### src/rtl/pmio_ram_reader_pkg.sv
package pmio_ram_reader_pkg;
  localparam int WIN_LSB  = 5;
  localparam int PORT_LSB = 2;
  localparam int PORT_W   = WIN_LSB - PORT_LSB;

  typedef enum logic [1:0] {
    PORT_LO   = 2'd0,
    PORT_HI   = 2'd1,
    PORT_DATA = 2'd2,
    PORT_NONE = 2'd3
  } port_e;

  function automatic port_e port_of(input logic [PORT_W-1:0] sel);
    case (sel)
      3'd0:    return PORT_LO;
      3'd1:    return PORT_HI;
      3'd2:    return PORT_DATA;
      default: return PORT_NONE;
    endcase
  endfunction
endpackage

### src/rtl/pmio_win_decode.sv
module pmio_win_decode
  import pmio_ram_reader_pkg::*;
#(
  parameter int              IO_ADDR_W = 10,
  parameter logic [IO_ADDR_W-1:0] WIN_BASE = 10'h300
) (
  input  logic [IO_ADDR_W-1:0] addr_i,
  input  logic                 aen_i,
  input  logic                 rd_ni,
  input  logic                 wr_ni,
  output logic                 card_sel_o,
  output logic                 rd_hit_o,
  output logic                 wr_hit_o,
  output port_e                port_o
);
  localparam int TAG_W = IO_ADDR_W - WIN_LSB;
  localparam logic [TAG_W-1:0] WIN_TAG = WIN_BASE[IO_ADDR_W-1:WIN_LSB];

  logic win_hit;
  logic unused_low_bits;

  assign unused_low_bits = ^{addr_i[PORT_LSB-1:0], WIN_BASE[WIN_LSB-1:0]};
  // processor cycles only; DMA cycles leave the card deselected
  assign win_hit    = (addr_i[IO_ADDR_W-1:WIN_LSB] == WIN_TAG) && !aen_i;
  assign rd_hit_o   = win_hit && !rd_ni;
  assign wr_hit_o   = win_hit && !wr_ni;
  assign card_sel_o = rd_hit_o || wr_hit_o;
  assign port_o     = port_of(addr_i[WIN_LSB-1:PORT_LSB]);
endmodule

### src/rtl/pmio_addr_regs.sv
module pmio_addr_regs
  import pmio_ram_reader_pkg::*;
#(
  parameter int DATA_W = 8,
  parameter int HI_W   = 5
) (
  input  logic              clk_i,
  input  logic              rst_ni,
  input  logic              wr_hit_i,
  input  port_e             port_i,
  input  logic [DATA_W-1:0] data_i,
  output logic [DATA_W-1:0] lo_o,
  output logic [HI_W-1:0]   hi_o
);
  logic              wr_act_q, wr_prev_q;
  port_e             cap_port_q;
  logic [DATA_W-1:0] cap_data_q;
  logic              commit;

  // capture while strobe active, commit on sampled release
  always_ff @(posedge clk_i or negedge rst_ni) begin
    if (!rst_ni) begin
      wr_act_q   <= 1'b0;
      wr_prev_q  <= 1'b0;
      cap_port_q <= PORT_NONE;
      cap_data_q <= '0;
    end else begin
      wr_act_q  <= wr_hit_i;
      wr_prev_q <= wr_act_q;
      if (wr_hit_i) begin
        cap_port_q <= port_i;
        cap_data_q <= data_i;
      end
    end
  end

  assign commit = wr_prev_q && !wr_act_q;

  always_ff @(posedge clk_i or negedge rst_ni) begin
    if (!rst_ni) begin
      lo_o <= '0;
      hi_o <= '0;
    end else if (commit) begin
      case (cap_port_q)
        PORT_LO: lo_o <= cap_data_q;
        PORT_HI: hi_o <= cap_data_q[HI_W-1:0];
        default: ;
      endcase
    end
  end
endmodule

### src/rtl/pmio_read_mux.sv
module pmio_read_mux
  import pmio_ram_reader_pkg::*;
#(
  parameter int DATA_W = 8,
  parameter int HI_W   = 5
) (
  input  logic              rd_hit_i,
  input  port_e             port_i,
  input  logic [DATA_W-1:0] lo_i,
  input  logic [HI_W-1:0]   hi_i,
  input  logic [DATA_W-1:0] ram_data_i,
  output logic [DATA_W-1:0] data_o,
  output logic              ram_oe_o
);
  always_comb begin
    data_o   = '1;
    ram_oe_o = 1'b0;
    if (rd_hit_i) begin
      case (port_i)
        PORT_LO:   data_o = lo_i;
        PORT_HI:   data_o = {{(DATA_W-HI_W){1'b0}}, hi_i};
        PORT_DATA: begin
          data_o   = ram_data_i;
          ram_oe_o = 1'b1;
        end
        default:   data_o = '1;
      endcase
    end
  end
endmodule

### src/rtl/pmio_ram_reader.sv
module pmio_ram_reader
  import pmio_ram_reader_pkg::*;
#(
  parameter int IO_ADDR_W  = 10,
  parameter int DATA_W     = 8,
  parameter int HI_W       = 5,
  parameter int RAM_ADDR_W = 11,
  parameter logic [IO_ADDR_W-1:0] WIN_BASE = 10'h300,
  localparam int FULL_W    = DATA_W + HI_W
) (
  input  logic                 clk_i,
  input  logic                 rst_ni,
  input  logic [IO_ADDR_W-1:0] io_addr_i,
  input  logic [DATA_W-1:0]    io_data_i,
  input  logic                 io_rd_ni,
  input  logic                 io_wr_ni,
  input  logic                 aen_i,
  output logic [DATA_W-1:0]    io_data_o,
  output logic                 io_data_oe_o,
  output logic                 xcvr_dir_o,
  output logic                 card_sel_o,
  output logic [FULL_W-1:0]    ram_addr_o,
  output logic                 ram_cs_no,
  output logic                 ram_oe_no,
  input  logic [DATA_W-1:0]    ram_data_i
);
  logic              rd_hit, wr_hit, ram_oe;
  port_e             port;
  logic [DATA_W-1:0] lo_q;
  logic [HI_W-1:0]   hi_q;
  logic [FULL_W-1:0] full_addr;

  pmio_win_decode #(.IO_ADDR_W(IO_ADDR_W), .WIN_BASE(WIN_BASE)) u_dec (
    .addr_i     (io_addr_i),
    .aen_i      (aen_i),
    .rd_ni      (io_rd_ni),
    .wr_ni      (io_wr_ni),
    .card_sel_o (card_sel_o),
    .rd_hit_o   (rd_hit),
    .wr_hit_o   (wr_hit),
    .port_o     (port)
  );

  pmio_addr_regs #(.DATA_W(DATA_W), .HI_W(HI_W)) u_regs (
    .clk_i    (clk_i),
    .rst_ni   (rst_ni),
    .wr_hit_i (wr_hit),
    .port_i   (port),
    .data_i   (io_data_i),
    .lo_o     (lo_q),
    .hi_o     (hi_q)
  );

  pmio_read_mux #(.DATA_W(DATA_W), .HI_W(HI_W)) u_rmux (
    .rd_hit_i   (rd_hit),
    .port_i     (port),
    .lo_i       (lo_q),
    .hi_i       (hi_q),
    .ram_data_i (ram_data_i),
    .data_o     (io_data_o),
    .ram_oe_o   (ram_oe)
  );

  assign full_addr = {hi_q, lo_q};

  // bits above the configured RAM size are tied low
  for (genvar i = 0; i < FULL_W; i++) begin : g_mask
    if (i < RAM_ADDR_W) begin : g_pass
      assign ram_addr_o[i] = full_addr[i];
    end else begin : g_zero
      assign ram_addr_o[i] = 1'b0;
    end
  end

  assign io_data_oe_o = rd_hit;
  assign xcvr_dir_o   = !io_rd_ni;
  assign ram_cs_no    = !card_sel_o;
  assign ram_oe_no    = !ram_oe;
endmodule

### config.mk
export PLATFORM = sky130hd
export DESIGN_NAME = pmio_ram_reader
export DESIGN_NICKNAME = d
export VERILOG_FILES = /design/src/rtl/pmio_ram_reader_pkg.sv /design/src/rtl/pmio_win_decode.sv /design/src/rtl/pmio_addr_regs.sv /design/src/rtl/pmio_read_mux.sv /design/src/rtl/pmio_ram_reader.sv
export SDC_FILE = /design/constraint.sdc
export NUM_CORES = 1
export LEC_CHECK = 0
export BUFFER_PORTS_ARGS = -buffer_cell sky130_fd_sc_hd__buf_2
export CAP_MARGIN = 20
export CORE_UTILIZATION = 45
export DETAILED_ROUTE_END_ITERATION = 12
export PLACE_DENSITY_LB_ADDON = 0.08
export SLEW_MARGIN = 20
export SYNTH_ARGS = -nofsm -noshare
export SYNTH_HDL_FRONTEND = slang
export SYNTH_SLANG_ARGS = --single-unit
### constraint.sdc
create_clock -name clk_i -period 2.7 [get_ports clk_i]
set_input_delay 0.135 -clock clk_i [delete_from_list [all_inputs] [get_ports clk_i]]
set_output_delay 0.135 -clock clk_i [all_outputs]
set_load 0.03 [all_outputs]
==> metrics.md, run 1 <==
| Metric | Value |
|---|---|
| First-pass GRT wire length | `3.622 mm` |
| Final Core Density | `about 60%` |
| Clock Path Buffers | `2` |
| Routed wire per std cell | `approximately 13 um` |
| Register-to-Register Setup Slack | `between 0.9 and 1 ns` |
| Final Instance Area | `1518 um2` |
| Area leader, netlist | `dfrtp_1` |
| GRT Overall Usage | `18.34%` |
| Total Power | `between 600 and 700 uW` |
| Cell variety after synth | `24` |
| Layout Nets | `roughly 180` |
| Std-Cell Rows | `18` |
| WP data required | `roughly 2.9 ns` |
| Slowest CP cell | `nor4b_2` |
| Final-report hold violation count | `0` |
| Worst IR Drop VDD | `0.0003465 V` |
| Family with the most delay on the worst path | `simple AND/OR/NAND/NOR gates` |
| Drt first-iter violations | `3` |
| Max-Cap Viols | `0` |
| CP cell instances | `nor4b_2 > buf_4 > mux2_2` |
| Worst-Margin Slew | `roughly 0.69 ns` |
| Top_reg_cell synth | `dfrtp_1` |
| Worst Setup Start Kind | `register` |
| WHS Endpoint | `u_regs.cap_data_q[0]$_DFFE_PN0P_` |
| Clk sinks | `25` |
| Fin crit share | `about 64%` |
| Post-synth EDFFs | `0` |
| Clock latency on the worst-skew pair | `between 0.3 and 0.4 ns` |
| Vias/cell | `around 5.2` |
| Die W | `~54 um` |
| R2r endpoint | `u_regs.lo_o[3]$_DFFE_PN0P_` |
| Vias post-DR | `between 900 and 1000` |
| Max H-tree Level | `1` |
| CP Class | `register to register` |
| Largest net degree at the start of global routing | `26` |
| Fraction of layout cells with a size suffix above 1 | `between 50% and 60%` |
| Clk slew on worst S/H paths | `~0.13 ns` |
| Routed WL | `roughly 2.4 mm` |
| R2R cell count | `3` |
| Detail Placement HPWL | `~1.8 mm` |
| Die Ht | `54.28 um` |
| Slew Limit Fails | `0` |
| Fmax | `~580 MHz` |
| Cell area after synthesis | `between 1000 and 1500 um2` |
| RSZ-0062 raised after global routing | `false` |
| Crit-path max cell delay | `0.64 ns` |
| Worst Path Max Fanout | `7` |
| Setup Total Neg Slack | `0 ns` |
| Worst clock skew | `just under 0.007 ns` |
| Final critical-path required period | `1.737 ns` |
| Diodes inserted | `0` |
| Final antenna-violating net count | `0` |
| Antenna violations before repair | `0` |
| Worst hold-check path type | `primary input to register` |
| Core ar. | `roughly 2500 um2` |
| Post-CTS Setup Repair Bufs | `0` |
| Cell with the most instances after synthesis | `dfrtp_1` |
| Rel. slew slack | `between 50% and 60%` |
| Critical R2R Launch | `u_regs.cap_port_q[1]$_DFFE_PN1P_` |
| Die Area | `2946 um2` |
| CTS root buf | `clkbuf_4` |
| DRC violations left | `0` |
| Yosys top cell area share | `46.80%` |
| Asr flop ratio synth | `100.0%` |
| Cells after Synth | `104` |
| Io pins | `between 50 and 60` |
| Hold depth | `2` |
| Initial DRT Pass Iterations | `3` |
| Initial Util | `approximately half` |
| Area Growth Syn to Fin | `23.40%` |
| Overflow after GRT | `0` |
| Placed Area | `1481 um2` |
| Register bit total from synthesis | `25` |
| Vias in the first global route | `806` |
| Part of the Yosys area used for sequential elements | `roughly 50%` |
| Power Density | `452.9 nW/um2` |
| Crit end category | `register` |
| Synth Area per Inst | `approximately 12 um2` |
| CTS Buf Count | `3` |
| Status | `completed` |
| Port bufs | `52` |
| Warnings from Yosys | `0` |
| Worst Path Buf+Inv | `1` |
| Fillers | `between 200 and 250` |
| Final GP Congestion | `0.6838` |
| CTS tree | `done` |
| Hold Startpoint | `io_data_i[0]` |
| Top cells by instance count after synthesis | `23 x dfrtp_1, 20 x mux2_2, 11 x nand2_1` |
| Worst EP arrival | `approximately 2.0 ns` |
| Synth area leaders | `dfrtp_1 47%, mux2_2 18%, dfstp_2 4.3%` |
| Lkg Pwr | `between 0.7 and 0.8 nW` |
| Final setup viols | `0` |
==> placed cells by master, fill, tap and decap left out <==
master and instances:
a21o_2 1, a21oi_1 2, and4_2 1, and4bb_2 1, buf_2 52, buf_4 1, clkbuf_1 1, clkbuf_4 3
conb_1 2, dfrtp_1 23, dfstp_2 2, dlygate4sd3_1 1, inv_1 5, mux2_2 20, mux2i_1 5, nand2_1 11
nand3_1 1, nand3b_1 1, nor2_1 3, nor4b_2 1, nor4b_4 1, o211ai_1 5, o21ai_0 3, o311ai_0 3
or2_2 2, or4b_1 1
==> state kept, by name, summed over array words and instances (netlist names) <==
register,cells
u_regs.cap_data_q,8
u_regs.cap_port_q,2
u_regs.hi_o,5
u_regs.lo_o,8
u_regs.wr_act_q,1
u_regs.wr_prev_q,1
==> through the flow <==
step / hold WS (ns) / instances / setup slack, ns
2_1_floorplan: -0.1606 / 105 / 0.6637
3_3_place_gp: 0.1477 / 177 / 0.9914
3_5_place_dp: 0.1546 / 177 / 0.9853
4_1_cts: 0.03317 / 182 / 0.9680
5_1_grt: 0.02585 / 182 / 0.8615
6_report: 0.03632 / 182 / 0.9628
==> power by group <==
part	switching, mW	internal [mW]
clock	0.107	0.0578
sequential	0.0173	0.405
combinational	0.0529	0.0474
==> logic make-up after synthesis <==
logic type             Yosys count  synth area share, %
AND/OR/NAND/NOR                 23                11.60
flip-flops                      25                51.07
buffers and inverters           16                6.714
multiplexers                    25                22.38
AO/OA/AOI/OAI                   14                7.935
other                            1               0.3049
==> worst max-delay path by stage <==
| stage | startpoint | end | slack, ns | cells past startpoint |
|---|---|---|---|---|
| after floorplan | io_addr_i[3] | io_data_o[5] | 0.66 | 4 |
| after global placement | u_regs.cap_port_q[1]$_DFFE_PN1P_ | u_regs.lo_o[3]$_DFFE_PN0P_ | 0.99 | 3 |
| after detailed placement | u_regs.cap_port_q[1]$_DFFE_PN1P_ | u_regs.lo_o[3]$_DFFE_PN0P_ | 0.99 | 3 |
| after CTS | u_regs.cap_port_q[1]$_DFFE_PN1P_ | u_regs.lo_o[3]$_DFFE_PN0P_ | 0.97 | 3 |
| after global routing | u_regs.cap_port_q[1]$_DFFE_PN1P_ | u_regs.lo_o[3]$_DFFE_PN0P_ | 0.86 | 3 |
| final | u_regs.cap_port_q[1]$_DFFE_PN1P_ | u_regs.lo_o[3]$_DFFE_PN0P_ | 0.96 | 3 |
==> worst reg2reg max path, delay by kind of cell, from the launching register on <==
| kind | cells | cell delay (ns) |
|---|---|---|
| buffers and inverters | 1 | 0.27 |
| DFF | 1 | 0.40 |
| muxes | 1 | 0.33 |
| and+or+nand+nor | 1 | 0.64 |
==> per-layer routing <==
metal / vias to the layer above / GRT usage (%) / wire, um / share of wire [%]
li1: 453 / - / - / -
met1: 463 / 23.74 / 1079 / 45
met2: 30 / 29.47 / 1169 / 49
met3: 4 / 2.500 / 96 / 4.0
met4: 0 / 10.26 / 53 / 2.2
met5: - / 0 / 0 / 0
==> layout make-up <==
type / instances / area, um2 / area share (%)
repair buffers: 54 / 277.8 / 18.30
flip-flops and latches: 25 / 628.1 / 41.38
multi-input cells: 64 / 529.3 / 34.87
clock buffers: 4 / 26.28 / 1.731
inverters: 5 / 18.77 / 1.237
well taps: 30 / 37.54 / 2.473
==> what timing repair did <==
action / CTS / global route
gates resized for setup: 0 / 0
hold buffers: 1 / 0
hold endpoints to repair: 23 / 0
No activity file was read; power rests on OpenSTA's default activity.
==> run 2: changes to the inputs <==
--- a/config.mk
+++ b/config.mk
@@ -7,7 +7,7 @@
 export LEC_CHECK = 0
 export BUFFER_PORTS_ARGS = -buffer_cell sky130_fd_sc_hd__buf_2
 export CAP_MARGIN = 20
-export CORE_UTILIZATION = 45
+export CORE_UTILIZATION = 41
 export DETAILED_ROUTE_END_ITERATION = 12
 export PLACE_DENSITY_LB_ADDON = 0.08
 export SLEW_MARGIN = 20
==> constraint.sdc (replaced) <==
create_clock -name clk_i -period 1.45 [get_ports clk_i]
set_input_delay 0.0725 -clock clk_i [delete_from_list [all_inputs] [get_ports clk_i]]
set_output_delay 0.0725 -clock clk_i [all_outputs]
set_load 0.03 [all_outputs]
==> run 2 against run 1 <==
The run now ends with design-rule violations left. Routed wire length up 2.7%. Via count up 2.6%. Count of clock-buffer cells in the layout down 1. Worst hold slack better by 0.16 ns. Largest power group unchanged. Sequential share of layout area down 3.1 points. Worst setup slack worse by 0.89 ns. Die area up 9.4%.
==> metrics.md, run 2 (synthesis results as in run 1) <==
| Metric | Value |
|---|---|
| Vias/cell | `roughly 5.0` |
| Clock Path Buffers | `2` |
| Max-Cap Viols | `0` |
| Top Registers | `u_regs.cap_data_q: 8 flops, u_regs.lo_o: 8 flops, u_regs.hi_o: 5 flops` |
| WP data required | `approximately 1.4 ns` |
| Largest net degree at the start of global routing | `26` |
| Layout Nets | `196` |
| Area Growth Syn to Fin | `33.37%` |
| Commonest non-fill, non-tap cell in the layout | `buf_2` |
| RSZ-0062 raised after global routing | `false` |
| FF/Latch Area | `roughly 630 um2` |
| Final-report hold violation count | `0` |
| Total Power | `between 1 and 1.5 mW` |
| Clk sinks | `25` |
| Worst EP arrival | `between 1 and 1.5 ns` |
| Most frequent cells in the layout | `51 x buf_2, 23 x dfrtp_1, 20 x mux2_2` |
| Fillers | `between 200 and 300` |
| Io pins | `between 50 and 60` |
| CTS tree | `done` |
| Clk slew on worst S/H paths | `roughly 0.13 ns` |
| CTS Buf Count | `3` |
| Fmax | `between 700 and 800 MHz` |
| CP Class | `primary input to output port` |
| Lkg Pwr | `roughly 0.85 nW` |
| Final GP Congestion | `0.6990` |
| Final Non-Filler Cells | `roughly 200` |
| Max H-tree Level | `1` |
| Routed wire per std cell | `between 10 and 15 um` |
| Overflow after GRT | `0` |
| Clock latency on the worst-skew pair | `~0.31 ns` |
| Detail Placement HPWL | `roughly 1.8 mm` |
| Fin crit share | `between 90% and 100%` |
| Area of the multi-input gates | `roughly 530 um2` |
| Fraction of layout cells with a size suffix above 1 | `55.49%` |
| Initial DRT Pass Iterations | `8` |
| Vias post-DR | `around 1000` |
| Drt first-iter violations | `46` |
| Die Area | `3223 um2` |
| Die W | `56.77 um` |
| Worst IR Drop VDD | `0.0005320 V` |
| Routed WL | `about 2.5 mm` |
| Final WS setup | `a little under 0.08 ns` |
| Final Instance Area | `1640 um2` |
| Initial Util | `approximately 44%` |
| Place WS | `between 0.05 and 0.06 ns` |
| Diodes inserted | `0` |
| Worst clock skew | `between 0.01 and 0.015 ns` |
| Violated checks | `design-rule violations` |
| Worst-Margin Slew | `~0.53 ns` |
| Crit end category | `output port` |
| Core ar. | `2805 um2` |
| Final Core Density | `58.47%` |
| Port bufs | `52` |
| First-pass GRT wire length | `4.153 mm` |
| Worst Setup Start Kind | `primary input` |
| Setup Total Neg Slack | `0 ns` |
| Final setup viols | `0` |
| Power Density | `786.4 nW/um2` |
| Slew Limit Fails | `0` |
| Final critical-path required period | `about 1.4 ns` |
| Worst Path Max Fanout | `3` |
| Die Ht | `roughly 57 um` |
| Worst hold-check path type | `primary input to register` |
| Hold Slack | `0.1918 ns` |
| Inst Count DP | `between 150 and 200` |
| CTS root buf | `clkbuf_4` |
| GRT Overall Usage | `between 10% and 20%` |
| Final antenna-violating net count | `0` |
| Vias in the first global route | `approximately 890` |
| Placed Area | `between 1500 and 2000 um2` |
| Std-Cell Rows | `19` |
| DRC violations left | `10` |
| Status | `finished, violations left` |
| Rel. slew slack | `64.35%` |
| Antenna violations before repair | `0` |
-- run 2: cell types whose count changed in the layout (fill, tap and decap cells not counted), sizes merged --
cell / delta
dlygate4sd3: +8
clkbuf: -1
buf: +4
clkinv: +1
-- run 2: final timing paths --
path                                             startpoint                               end  slack, ns  cells past startpoint
setup / recovery                               io_addr_i[7]                         ram_oe_no       0.08                      5
hold / removal                                 io_addr_i[9]         u_regs.wr_act_q$_DFF_PN0_       0.19                      4
setup reg to reg           u_regs.cap_port_q[0]$_DFFE_PN1P_        u_regs.hi_o[4]$_DFFE_PN0P_       0.09                      2
hold reg to reg                   u_regs.wr_act_q$_DFF_PN0_        u_regs.wr_prev_q$_DFF_PN0_       0.43                      0
max in group asynchronous                            rst_ni  u_regs.cap_port_q[1]$_DFFE_PN1P_       0.82                      2
min in group asynchronous                            rst_ni  u_regs.cap_data_q[2]$_DFFE_PN0P_       0.25                      2
-- run 2: metal layers --
| layer | wire length [um] | track usage [%] | up-vias |
|---|---|---|---|
| li1 | - | - | 478 |
| met1 | 1085 | 21.96 | 463 |
| met2 | 1233 | 28.23 | 29 |
| met3 | 114 | 3.226 | 5 |
| met4 | 29 | 5.226 | 0 |
| met5 | 0 | 0 | - |
-- run 2: repair_timing --
action | CTS | global route
setup endpoints to repair | 0 | 1
setup buffers | 0 | 0
resized for setup | 0 | 4
hold endpoints to repair | 31 | 0
hold buffers | 9 | 0
-- run 2: where the power goes --
group          internal, mW  total [mW]  switching (mW)
combinational         0.105       0.208           0.103
clock                 0.103       0.296           0.193
sequential            0.754       0.786          0.0313
total                 0.962        1.29           0.328
-- run 2: critical path, cell delays in order --
cell      delay, ns
buf_2          0.11
nor4b_4        0.30
nand3b_1       0.13
or4b_4         0.53
buf_6          0.15
-- run 2: final cells by class --
class	instances	share of cell area, %
multi-input combinational	64	32.49
timing repair buffer	66	24.03
inverter	5	1.144
tap	31	2.365
clock inverter	1	0.3051
sequential	25	38.29
clock buffer	3	1.373
